[src/rtl/prio_irq_pkg.sv]
package prio_irq_pkg;
  localparam int unsigned BUS_W   = 32;
  localparam int unsigned ADDR_W  = 8;
  localparam int unsigned VEC_W   = 8;
  localparam int unsigned VEC_BASE = 64;
  localparam int unsigned VEC_IDLE = 24;
  localparam int unsigned ALL_BIT  = 6;

  localparam logic [ADDR_W-1:0] OFS_PEND_HI  = 8'h00;
  localparam logic [ADDR_W-1:0] OFS_PEND_LO  = 8'h04;
  localparam logic [ADDR_W-1:0] OFS_MASK_HI  = 8'h08;
  localparam logic [ADDR_W-1:0] OFS_MASK_LO  = 8'h0C;
  localparam logic [ADDR_W-1:0] OFS_FORCE_HI = 8'h10;
  localparam logic [ADDR_W-1:0] OFS_FORCE_LO = 8'h14;
  localparam logic [ADDR_W-1:0] OFS_MASK_SET = 8'h1C;
  localparam logic [ADDR_W-1:0] OFS_MASK_CLR = 8'h1D;
  localparam logic [ADDR_W-1:0] OFS_VEC_ACK  = 8'hE0;
  localparam logic [1:0]        CTRL_WIN_TAG = 2'b01;
endpackage

[src/rtl/prio_irq_rst_sync.sv]
module prio_irq_rst_sync #(
  parameter int unsigned STAGES = 2
) (
  input  logic clk,
  input  logic arst_n,
  output logic rst_n
);
  logic [STAGES-1:0] sync_q;

  always_ff @(posedge clk or negedge arst_n) begin
    if (!arst_n) sync_q <= '0;
    else         sync_q <= {sync_q[STAGES-2:0], 1'b1};
  end

  assign rst_n = sync_q[STAGES-1];
endmodule

[src/rtl/prio_irq_regs.sv]
module prio_irq_regs
  import prio_irq_pkg::*;
#(
  parameter int unsigned NUM_SRC = 64,
  parameter int unsigned CTRL_W  = 8
) (
  input  logic                      clk,
  input  logic                      rst_n,
  input  logic [NUM_SRC-1:0]        irq_lines,
  input  logic                      wr_en,
  input  logic                      rd_en,
  input  logic [ADDR_W-1:0]         addr,
  input  logic [BUS_W-1:0]          wdata,
  input  logic [VEC_W-1:0]          cur_vec,
  output logic [BUS_W-1:0]          rdata,
  output logic                      wr_err,
  output logic [NUM_SRC-1:0]        active,
  output logic [NUM_SRC*CTRL_W-1:0] ctrl_flat
);
  localparam int unsigned IDX_W = $clog2(NUM_SRC);
  localparam int unsigned HALF  = NUM_SRC / 2;

  logic [NUM_SRC-1:0] pend_q, mask_q, mask_d, force_q, force_d, enable;
  logic               mask_we, force_we, armed_q;
  logic [CTRL_W-1:0]  ctrl_q [NUM_SRC];
  logic [NUM_SRC-1:0] ctrl_we;
  logic [BUS_W-1:0]   rdata_d, rdata_q;
  logic               err_d, err_q;

  // Offset decode
  logic sel_pend_hi, sel_pend_lo, sel_mask_hi, sel_mask_lo;
  logic sel_force_hi, sel_force_lo, sel_mset, sel_mclr, sel_ctrl, sel_vec;
  logic wr_mapped;
  logic [IDX_W-1:0] ctrl_idx;

  always_comb begin
    sel_pend_hi  = (addr == OFS_PEND_HI);
    sel_pend_lo  = (addr == OFS_PEND_LO);
    sel_mask_hi  = (addr == OFS_MASK_HI);
    sel_mask_lo  = (addr == OFS_MASK_LO);
    sel_force_hi = (addr == OFS_FORCE_HI);
    sel_force_lo = (addr == OFS_FORCE_LO);
    sel_mset     = (addr == OFS_MASK_SET);
    sel_mclr     = (addr == OFS_MASK_CLR);
    sel_vec      = (addr == OFS_VEC_ACK);
    sel_ctrl     = (addr[ADDR_W-1:ADDR_W-2] == CTRL_WIN_TAG);
    ctrl_idx     = addr[IDX_W-1:0];
    wr_mapped    = sel_pend_hi | sel_pend_lo | sel_mask_hi | sel_mask_lo |
                   sel_force_hi | sel_force_lo | sel_mset | sel_mclr | sel_ctrl;
  end

  // Pending follows the request lines every cycle
  always_ff @(posedge clk or negedge rst_n) begin
    if (!rst_n) pend_q <= '0;
    else        pend_q <= irq_lines;
  end

  // Mask next state: word writes and single/all set/clear commands
  always_comb begin
    mask_d  = mask_q;
    mask_we = 1'b0;
    if (wr_en) begin
      if (sel_mask_hi) begin
        mask_d[NUM_SRC-1:HALF] = wdata;
        mask_we = 1'b1;
      end
      if (sel_mask_lo) begin
        mask_d[HALF-1:0] = wdata;
        mask_we = 1'b1;
      end
      if (sel_mset) begin
        mask_we = 1'b1;
        if (wdata[ALL_BIT]) mask_d = '1;
        else                mask_d[wdata[IDX_W-1:0]] = 1'b1;
      end
      if (sel_mclr) begin
        mask_we = 1'b1;
        if (wdata[ALL_BIT]) mask_d = '0;
        else                mask_d[wdata[IDX_W-1:0]] = 1'b0;
      end
    end
  end

  always_ff @(posedge clk or negedge rst_n) begin
    if (!rst_n)       mask_q <= '1;
    else if (mask_we) mask_q <= mask_d;
  end

  // Force register: two word halves
  always_comb begin
    force_d  = force_q;
    force_we = 1'b0;
    if (wr_en && sel_force_hi) begin
      force_d[NUM_SRC-1:HALF] = wdata;
      force_we = 1'b1;
    end
    if (wr_en && sel_force_lo) begin
      force_d[HALF-1:0] = wdata;
      force_we = 1'b1;
    end
  end

  always_ff @(posedge clk or negedge rst_n) begin
    if (!rst_n)        force_q <= '0;
    else if (force_we) force_q <= force_d;
  end

  // Per-source control bytes; nonzero byte enables the source
  for (genvar gi = 0; gi < NUM_SRC; gi++) begin : g_ctrl
    assign ctrl_we[gi] = wr_en && sel_ctrl && (ctrl_idx == IDX_W'(gi));

    always_ff @(posedge clk or negedge rst_n) begin
      if (!rst_n)           ctrl_q[gi] <= '0;
      else if (ctrl_we[gi]) ctrl_q[gi] <= wdata[CTRL_W-1:0];
    end

    assign ctrl_flat[gi*CTRL_W +: CTRL_W] = ctrl_q[gi];
    assign enable[gi] = |ctrl_q[gi];
  end

  assign active = (pend_q | force_q) & enable & ~mask_q;

  // Read mux, registered on the read strobe
  always_comb begin
    rdata_d = '0;
    if      (sel_pend_hi)  rdata_d = pend_q[NUM_SRC-1:HALF];
    else if (sel_pend_lo)  rdata_d = pend_q[HALF-1:0];
    else if (sel_mask_hi)  rdata_d = mask_q[NUM_SRC-1:HALF];
    else if (sel_mask_lo)  rdata_d = mask_q[HALF-1:0];
    else if (sel_force_hi) rdata_d = force_q[NUM_SRC-1:HALF];
    else if (sel_force_lo) rdata_d = force_q[HALF-1:0];
    else if (sel_ctrl)     rdata_d = {{(BUS_W-CTRL_W){1'b0}}, ctrl_q[ctrl_idx]};
    else if (sel_vec)      rdata_d = {{(BUS_W-VEC_W){1'b0}}, cur_vec};
  end

  always_ff @(posedge clk or negedge rst_n) begin
    if (!rst_n)     rdata_q <= '0;
    else if (rd_en) rdata_q <= rdata_d;
  end

  assign err_d = wr_en && !wr_mapped;

  always_ff @(posedge clk or negedge rst_n) begin
    if (!rst_n) err_q <= 1'b0;
    else        err_q <= err_d;
  end

  always_ff @(posedge clk or negedge rst_n) begin
    if (!rst_n) armed_q <= 1'b0;
    else        armed_q <= 1'b1;
  end

  assign rdata  = rdata_q;
  assign wr_err = err_q;

  AST_PEND_FOLLOWS: assert property (@(posedge clk) disable iff (!rst_n || !armed_q)
    pend_q == $past(irq_lines)) else $error("pending lost a line");

  AST_MASK_SET_ALL: assert property (@(posedge clk) disable iff (!rst_n)
    (wr_en && sel_mset && wdata[ALL_BIT]) |=> (mask_q == '1)) else $error("set-all failed");

  AST_MASK_CLR_ALL: assert property (@(posedge clk) disable iff (!rst_n)
    (wr_en && sel_mclr && wdata[ALL_BIT]) |=> (mask_q == '0)) else $error("clear-all failed");

  AST_BAD_WR_HOLDS: assert property (@(posedge clk) disable iff (!rst_n)
    (wr_en && !wr_mapped) |=> ($stable(mask_q) && $stable(force_q) && $stable(ctrl_flat) && wr_err))
    else $error("unmapped write touched state");
endmodule

[src/rtl/prio_irq_resolver.sv]
module prio_irq_resolver #(
  parameter int unsigned NUM_SRC = 64,
  parameter int unsigned CTRL_W  = 8,
  localparam int unsigned IDX_W  = $clog2(NUM_SRC)
) (
  input  logic [NUM_SRC-1:0]        active,
  input  logic [NUM_SRC*CTRL_W-1:0] ctrl_flat,
  output logic                      win_vld,
  output logic [CTRL_W-1:0]         win_pri,
  output logic [IDX_W-1:0]          win_idx
);
  localparam int unsigned NODES = 2*NUM_SRC - 1;
  localparam int unsigned FIRST_LEAF = NUM_SRC - 1;

  logic              nv [NODES];
  logic [CTRL_W-1:0] np [NODES];
  logic [IDX_W-1:0]  ni [NODES];

  // Leaves in ascending source order
  for (genvar gl = 0; gl < NUM_SRC; gl++) begin : g_leaf
    assign nv[FIRST_LEAF+gl] = active[gl];
    assign np[FIRST_LEAF+gl] = ctrl_flat[gl*CTRL_W +: CTRL_W];
    assign ni[FIRST_LEAF+gl] = IDX_W'(gl);
  end

  // Internal nodes: right child holds higher indices and wins ties
  for (genvar gn = 0; gn < NUM_SRC-1; gn++) begin : g_node
    logic take_hi;
    assign take_hi = nv[2*gn+2] && (!nv[2*gn+1] || (np[2*gn+2] >= np[2*gn+1]));
    assign nv[gn]  = nv[2*gn+1] | nv[2*gn+2];
    assign np[gn]  = take_hi ? np[2*gn+2] : np[2*gn+1];
    assign ni[gn]  = take_hi ? ni[2*gn+2] : ni[2*gn+1];
  end

  assign win_vld = nv[0];
  assign win_pri = np[0];
  assign win_idx = ni[0];

  // Cross-check the tree against a flat scan of the sources
  logic max_ok, tie_ok;
  always_comb begin
    max_ok = 1'b1;
    tie_ok = 1'b1;
    for (int i = 0; i < NUM_SRC; i++) begin
      if (active[i] && (ctrl_flat[i*CTRL_W +: CTRL_W] > win_pri)) max_ok = 1'b0;
      if (active[i] && (ctrl_flat[i*CTRL_W +: CTRL_W] == win_pri) && (IDX_W'(i) > win_idx))
        tie_ok = 1'b0;
    end
    if (win_vld) begin
      AST_WIN_IS_ACTIVE: assert (active[win_idx]) else $error("winner not active");
      AST_WIN_ENABLED: assert (ctrl_flat[win_idx*CTRL_W +: CTRL_W] != '0) else $error("disabled winner");
      AST_WIN_IS_MAX: assert (max_ok) else $error("higher priority skipped");
      AST_TIE_TO_HIGH: assert (tie_ok) else $error("tie went to lower index");
    end
  end
endmodule

[src/rtl/prio_irq_ctrl.sv]
module prio_irq_ctrl
  import prio_irq_pkg::*;
#(
  parameter int unsigned NUM_SRC = 64,
  parameter int unsigned CTRL_W  = 8
) (
  input  logic               clk,
  input  logic               arst_n,
  input  logic [NUM_SRC-1:0] irq_lines,
  input  logic               bus_wr,
  input  logic               bus_rd,
  input  logic [ADDR_W-1:0]  bus_addr,
  input  logic [BUS_W-1:0]   bus_wdata,
  output logic [BUS_W-1:0]   bus_rdata,
  output logic               bus_wr_err,
  output logic [CTRL_W-1:0]  irq_level,
  output logic [VEC_W-1:0]   irq_vector
);
  localparam int unsigned IDX_W = $clog2(NUM_SRC);

  logic                      rst_n;
  logic [NUM_SRC-1:0]        active;
  logic [NUM_SRC*CTRL_W-1:0] ctrl_flat;
  logic                      win_vld;
  logic [CTRL_W-1:0]         win_pri;
  logic [IDX_W-1:0]          win_idx;
  logic [CTRL_W-1:0]         lvl_d, lvl_q;
  logic [VEC_W-1:0]          vec_d, vec_q;

  prio_irq_rst_sync #(.STAGES(2)) u_rst (
    .clk    (clk),
    .arst_n (arst_n),
    .rst_n  (rst_n)
  );

  prio_irq_regs #(.NUM_SRC(NUM_SRC), .CTRL_W(CTRL_W)) u_regs (
    .clk       (clk),
    .rst_n     (rst_n),
    .irq_lines (irq_lines),
    .wr_en     (bus_wr),
    .rd_en     (bus_rd),
    .addr      (bus_addr),
    .wdata     (bus_wdata),
    .cur_vec   (vec_q),
    .rdata     (bus_rdata),
    .wr_err    (bus_wr_err),
    .active    (active),
    .ctrl_flat (ctrl_flat)
  );

  prio_irq_resolver #(.NUM_SRC(NUM_SRC), .CTRL_W(CTRL_W)) u_res (
    .active    (active),
    .ctrl_flat (ctrl_flat),
    .win_vld   (win_vld),
    .win_pri   (win_pri),
    .win_idx   (win_idx)
  );

  always_comb begin
    lvl_d = '0;
    vec_d = VEC_W'(VEC_IDLE);
    if (win_vld) begin
      lvl_d = win_pri;
      vec_d = VEC_W'(VEC_BASE) + VEC_W'(win_idx);
    end
  end

  always_ff @(posedge clk or negedge rst_n) begin
    if (!rst_n) begin
      lvl_q <= '0;
      vec_q <= VEC_W'(VEC_IDLE);
    end else begin
      lvl_q <= lvl_d;
      vec_q <= vec_d;
    end
  end

  assign irq_level  = lvl_q;
  assign irq_vector = vec_q;

  AST_LEVEL_HAS_VECTOR: assert property (@(posedge clk) disable iff (!rst_n)
    (irq_level != '0) |-> (irq_vector >= VEC_W'(VEC_BASE))) else $error("level without vector");

  AST_IDLE_VECTOR: assert property (@(posedge clk) disable iff (!rst_n)
    (irq_vector == VEC_W'(VEC_IDLE)) |-> (irq_level == '0)) else $error("idle vector with level");
endmodule

[config.mk]
export PLATFORM = sky130hd
export DESIGN_NAME = prio_irq_ctrl
export DESIGN_NICKNAME = d
export VERILOG_FILES = /design/src/rtl/prio_irq_pkg.sv /design/src/rtl/prio_irq_rst_sync.sv /design/src/rtl/prio_irq_regs.sv /design/src/rtl/prio_irq_resolver.sv /design/src/rtl/prio_irq_ctrl.sv
export SDC_FILE = /design/constraint.sdc
export NUM_CORES = 2
export LEC_CHECK = 0
export ABC_AREA = 1
export BUFFER_PORTS_ARGS = -buffer_cell sky130_fd_sc_hd__buf_2
export CAP_MARGIN = 15
export CORE_UTILIZATION = 45
export DETAILED_ROUTE_END_ITERATION = 6
export SYNTH_ARGS = -nofsm -noshare
export SYNTH_HDL_FRONTEND = slang
export SYNTH_HIERARCHICAL = 1
export SYNTH_SLANG_ARGS = --single-unit
[constraint.sdc]
create_clock -name clk -period 33.7 [get_ports clk]
set_clock_uncertainty 0.2 [all_clocks]
set_input_delay 6.74 -clock clk [delete_from_list [all_inputs] [get_ports clk]]
set_output_delay 6.74 -clock clk [all_outputs]
set_load 0.01 [all_outputs]
# Yosys cells after proc, flatten, opt, wreduce, memory -nomap -nowiden
# Index checks and enable logic that the tools add are counted.
[word_totals]
output_inout_bits = 49
register_bits = 755
inputBits = 108
elab_cells = 776
[classes]
eq_ne = 72
n_reduce_logical = 328
bitwise_logic = 79
magnitude_cmp = 66
addsub = 1
mux = 157
[op_table]
columns = ["operator", "count"]
rows = [
  ["8-bit two-way mux", 69],
  ["8-bit OR reduction", 64],
  ["8-bit greater-or-equal comparator", 63],
  ["32-bit two-way mux", 10],
  ["64-bit two-way mux", 5],
  ["64-bit bitwise AND", 3],
  ["6-bit == test, second input constant", 32],
  ["1-bit logical AND", 132],
  ["64-bit inverter", 2],
  ["64-bit OR", 2],
  ["6-bit by 5-bit == test with 1-bit output, second input constant", 16],
  ["1-bit OR", 71],
  ["1-bit zero test", 64],
  ["1-bit logical OR", 63],
  ["8-bit binary-select mux with 6-bit select", 1],
  ["6-bit by 4-bit == test with 1-bit output, second input constant", 8],
  ["1-bit two-way mux", 40],
  ["8-bit by 5-bit == test with 1-bit output, second input constant", 4],
  ["2-bit two-way mux", 16],
  ["6-bit by 3-bit == test with 1-bit output, second input constant", 4],
  ["3-bit two-way mux", 8],
  ["8-bit by 4-bit == test with 1-bit output, second input constant", 2],
  ["4-bit two-way mux", 4],
  ["6-bit by 2-bit == test with 1-bit output, second input constant", 2],
  ["other kinds (15)", 18],
]

# Depth between registers and ports, before layout
[depth]
word_depth = 29
depth_mapped = 94
ltp_nobuf = 92

# By module
# Netlist, hierarchy kept.
[by_module_without_submodules]
columns = ["mod", "cells_each", "area_per_inst_um2", "seq_area_each_um2", "instances"]
rows = [
  ["prio_irq_regs", 4856, 36441.2, 18522.8, 1],
  ["prio_irq_resolver", 3095, 18004.8, 0.0, 1],
  ["prio_irq_ctrl", 46, 505.5, 377.9, 1],
  ["prio_irq_rst_sync", 3, 53.8, 50.0, 1],
]

# Least setup slack after synthesis
# Ideal clock, no wire load.
[synth_path]
path_kind = "register to register"
from = "reg u_regs.ctrl_q (netlist bit u_regs/ctrl_flat[481])"
to = "reg lvl_q[5], in the netlist irq_level[5]"
arrival_time_ns = 11.703
slack_ns = 21.734
path_stages_with_launch = 84
required_ns = 33.437
setup_time_ns = 0.063
path_buffers = 6
period_less_slack_ns = 11.966
cell_sequence = "dfrtp_1 > inv_1 > ha_1 > a21boi_0 > o21a_1 > o21a_1 > o21ai_0 > nand2_1 > a21oi_1 > o211ai_1 > o21ai_1 > clkbuf_1 > nand2_1 > o21ai_0 > ha_1 > a21boi_0 > o21a_1 > o21a_1 > [... 48 more ...] > nand3_1 > and2_1 > ha_1 > a21boi_0 > o21a_1 > o21a_1 > o21a_1 > o21a_1 > o21ai_0 > nand2_1 > a211oi_1 > nor2_1 > inv_1 > buf_2 > nand3_1 > nand2_1 > nand2_1 > inv_1"
[synth_between]
elab_chain_cells = 28
word_cells_on_any_way = 36
classes_between = "order compare (6); mux (7); bitwise (8); reduce/logical (15)"
[synth_rtl]
columns = ["item", "line", "rtl"]
rows = [
  ["start, declared", "prio_irq_regs.sv:25", "logic [CTRL_W-1:0] ctrl_q [NUM_SRC];"],
  ["start signal, assigned by index", "prio_irq_regs.sv:114", "else if (ctrl_we[gi]) ctrl_q[gi] <= wdata[CTRL_W-1:0];"],
  ["branches (longest 26 deep; another with 8-bit greater-or-equal comparator)", "-", ""],
  ["8-bit two-way mux (*)", "prio_irq_resolver.sv:31", "assign np[gn] = take_hi ? np[2*gn+2] : np[2*gn+1];"],
  ["net win_pri[5]", "prio_irq_ctrl.sv:25", "logic [CTRL_W-1:0] win_pri;"],
  ["8-bit two-way mux (*)", "prio_irq_ctrl.sv:62", "if (win_vld) begin"],
  ["net lvl_d[5]", "prio_irq_ctrl.sv:27", "logic [CTRL_W-1:0] lvl_d, lvl_q;"],
  ["end signal, assigned", "prio_irq_ctrl.sv:73", "lvl_q <= lvl_d;"],
  ["end, declared", "prio_irq_ctrl.sv:27", ""],
]
# Mark *: on every way through the listed nets, which the timed path passes.
# A chain may end at the register's enable or synchronous reset.

# Final worst setup path
[layout_path]
from = "reg u_regs.ctrl_q (netlist bit u_regs/ctrl_flat[225])"
to = "reg vec_q[3], in the netlist irq_vector[3]"
[layout_between]
elab_chain_cells = 29
word_cells_on_any_way = 43
classes_between = "add/sub (1); order compare (6); mux (12); bitwise (8); reduce/logical (16)"
[layout_rtl]
columns = ["item", "line", "rtl"]
rows = [
  ["branches (longest 26 deep; another with 8-bit greater-or-equal comparator)", "-", ""],
  ["6-bit two-way mux (*)", "prio_irq_resolver.sv:32", "assign ni[gn] = take_hi ? ni[2*gn+2] : ni[2*gn+1];"],
  ["net win_idx[3]", "prio_irq_ctrl.sv:26", "logic [IDX_W-1:0] win_idx;"],
  ["7-bit by 6-bit adder with 8-bit output (*)", "prio_irq_ctrl.sv:64", "vec_d = VEC_W'(VEC_BASE) + VEC_W'(win_idx);"],
  ["8-bit two-way mux (*)", "prio_irq_ctrl.sv:62", ""],
  ["net vec_d[3]", "prio_irq_ctrl.sv:28", "logic [VEC_W-1:0] vec_d, vec_q;"],
  ["end signal, assigned", "prio_irq_ctrl.sv:71", "vec_q <= VEC_W'(VEC_IDLE);"],
  ["end signal, assigned", "prio_irq_ctrl.sv:74", "vec_q <= vec_d;"],
  ["end, declared", "prio_irq_ctrl.sv:28", ""],
]
# Marked as above.

==> impl_metrics.toml <==
[setup_path]
crit_fanout = 19
cp.arrival_ns = 15.25
r2r-end = "irq_vector[3]$_DFF_PN1_"
path_common_cell = "o21a_1"
startpoint_type = "flop"
slowest_delay_ns = 0.86
startpoint = "u_regs/ctrl_flat[225]$_DFFE_PN0P_"
cp-end-kind = "flop"
reg2reg_depth = 75
required_ns = 34.10
path_class = "reg2reg"
regToRegSetupSlack_ns = 18.85
slowest_stage = "o21ai_1"
cp-endpoint = "irq_vector[3]$_DFF_PN1_"
r2r_start = "u_regs/ctrl_flat[225]$_DFFE_PN0P_"

[clock_tree]
cts_tree = "done"
cts_root_buf = "clkbuf_16"
numCtsBuffers = 91
htreeDepth = 3
cts_buffer_depth = 3
clk_pin_slew_ns = 0.06
worstSkewPairLatency_ns = 0.72
cts_setup_buffers = 0
holdBufCountCts = 0
numClockSinks = 754
cts_resized = 0

[logic_synthesis]
avgSynthCellArea_um2 = 6.88
synth_edf_count = 0
yosysSeqAreaShare = 0.345
synth_top_area_cell = "dfrtp_1"
async_reset_ff_frac = 1.00
ys.flop_type = "dfrtp_1"
synthTopCellsByArea = "dfrtp_1, nand2_1, ha_1"
synthesis.area_um2 = 55000
synth-seq-cells = 754
yosysTopAreaCellShare = 0.313
yosysWarnings = 6
synth_cells = 8000
synth.distinct_cells = 59

[global_route]
grt_pass1_vias = 50800
grt_max_degree = 150
antenna_found_initial = 15
grt_use_total = 0.348
grt_pass1_wl_mm = 323
grt_remaining_overflow = 0

[die]
fp.coreArea_um2 = 121000
rows = 127
fp.dieH_um = 352
die_w_um = 352
start_util = 0.456
num_io_pins = 157
die_area_um2 = 124000

[power_and_ir_drop]
vdd_drop_max_mv = 0.0594
p_switching_mw = 1.65
clkPwrFrac = 0.277
p_leak_nw = 29.7
pwr-share-comb = 0.441
p_int_mw = 2.20
seq_power_share = 0.282
power_density_nw_per_um2 = 64.1
p_sw_frac = 0.430

[detailed_routing]
vias = 55500
wirelength_mm = 217
first_pass_iters = 7
final_antenna_net_count = 0
drc = 2
post_drt_via_cell_ratio = 5.76
wire_per_inst_um = 22.5
drt-initial-drc-count = 6220

[final_layout]
layout_commonest_cell = "nand2_1"
final_net_count = 8548
synthToLayoutAreaGrowth_pct = 9.18
final_core_util = 0.498
stdcell_area_um2 = 60100
drive_gt1_frac = 0.0695
layout_common_cells = "nand2_1, o21ai_0, dfrtp_1"

[status]
violations = "design-rule violations"
outcome = "finished, violations left"

[placement]
io_buffers = 155
postPlaceCellArea_um2 = 56800
gp_congestion = 1.06
hpwl_mm = 160

[min_path]
min_path_type = "reg2async"

[timing]
min_period_ns = 14.85
maxSlewViolCount = 0
max_slew_margin = 0.133
worstMarginPinSlew_ns = 1.30
min_period_over_period = 0.441
setup_viol = 0
hold_viol_final = 0
fmax_mhz = 67.4
rsz0062_at_grt = "false"
finalSetupTns_ns = 0

[job]
max_cap_violations = 0
## flip-flops by register name, summed over array words and instances (netlist names)
register	cells
u_regs/force_q	64
u_regs/mask_q	64
irq_vector	7
u_regs/wr_err	1
irq_level	8
u_regs/ctrl_flat	512
u_rst/sync_q	2
u_regs/pend_q	64
u_regs/rdata	32
## area by class of cell
| cell class | instances | area (um^2) |
|---|---|---|
| Fill cell | 12200 | 60600 |
| Multi-Input combinational cell | 6160 | 31800 |
| Sequential cell | 754 | 19000 |
| Inverter | 710 | 2680 |
| Clock buffer | 131 | 2660 |
| Tap cell | 1612 | 2020 |
| Timing Repair Buffer | 234 | 1400 |
| Clock inverter | 39 | 586 |
| Antenna cell | 2 | 5.00 |
## power groups by stage
| stage | sequential, mW | clock, mW | combinational [mW] |
|---|---|---|---|
| floorplan | 1.07 | 0 | 1.17 |
| global placement | 1.10 | 0 | 1.63 |
| detailed placement | 1.10 | 0 | 1.65 |
| CTS | 1.08 | 1.08 | 1.66 |
| global route | 1.09 | 1.12 | 1.88 |
| finish | 1.09 | 1.07 | 1.70 |
## metrics by stage
stage	std cells	hold slack (ns)	setup slack (ns)	total power, mW
after detailed placement	9467	0.136	19.33	2.74
final	9642	0.141	18.85	3.85
after floorplan	8001	0.131	11.04	2.25
after global routing	9641	0.172	17.79	4.09
after CTS	9637	0.161	19.24	3.82
after global placement	9466	0.144	19.34	2.73
## metal layers
metal | share of wire | vias to the layer above | GRT usage
met3 | 0.089 | 459 | 0.0632
met2 | 0.42 | 2510 | 0.513
met4 | 0.060 | 8 | 0.194
met5 | 0.00025 | - | 0
li1 | - | 26300 | -
met1 | 0.43 | 26300 | 0.480
## logic make-up after synthesis
kind of cell / share of synthesized area
compound gates: 0.190
fa+ha+maj: 0.111
buf+inv: 0.0793
flops: 0.345
other cells: 0.000137
simple gates: 0.275
## worst min-delay path by stage
stage                                   endpoint  slack, ns  depth (start not counted)
2_1_floorplan          u_rst/sync_q[1]$_DFF_PN0_       0.13                          0
3_3_place_gp           u_rst/sync_q[1]$_DFF_PN0_       0.14                          0
3_5_place_dp           u_rst/sync_q[1]$_DFF_PN0_       0.14                          0
4_1_cts        u_regs/ctrl_flat[169]$_DFFE_PN0P_       0.16                          0
5_1_grt                u_rst/sync_q[1]$_DFF_PN0_       0.17                          0
6_report            u_regs/rdata[25]$_DFFE_PN0P_       0.14                          0
## cell usage after synthesis (12+ instances only)
cell type	instances
and2_1	18
a22oi_1	18
inv_1	689
ha_1	489
a221oi_1	38
nor2_1	337
nand2_2	30
o211ai_1	29
nor3_1	33
clkbuf_1	246
or2_2	16
o21a_1	93
buf_4	26
o21ai_0	1157
inv_2	13
a31oi_1	39
o22ai_1	46
nor2_2	12
buf_2	84
nor4_1	131
nand3_1	151
o21ai_1	74
dfstp_2	66
nand4_1	19
nand2_1	2990
o2111ai_1	13
a211oi_1	38
a21boi_0	26
dfrtp_1	688
nand3b_1	21
a21oi_1	287
## worst max-delay path: cells and delay by family, from the launching register on
family | cells | cell delay [ns]
compound gates | 43 | 8.26
fa+ha+maj | 6 | 1.87
buf+inv | 10 | 1.88
flops | 1 | 0.42
simple gates | 16 | 2.12
(Power assumes the default switching activity.)
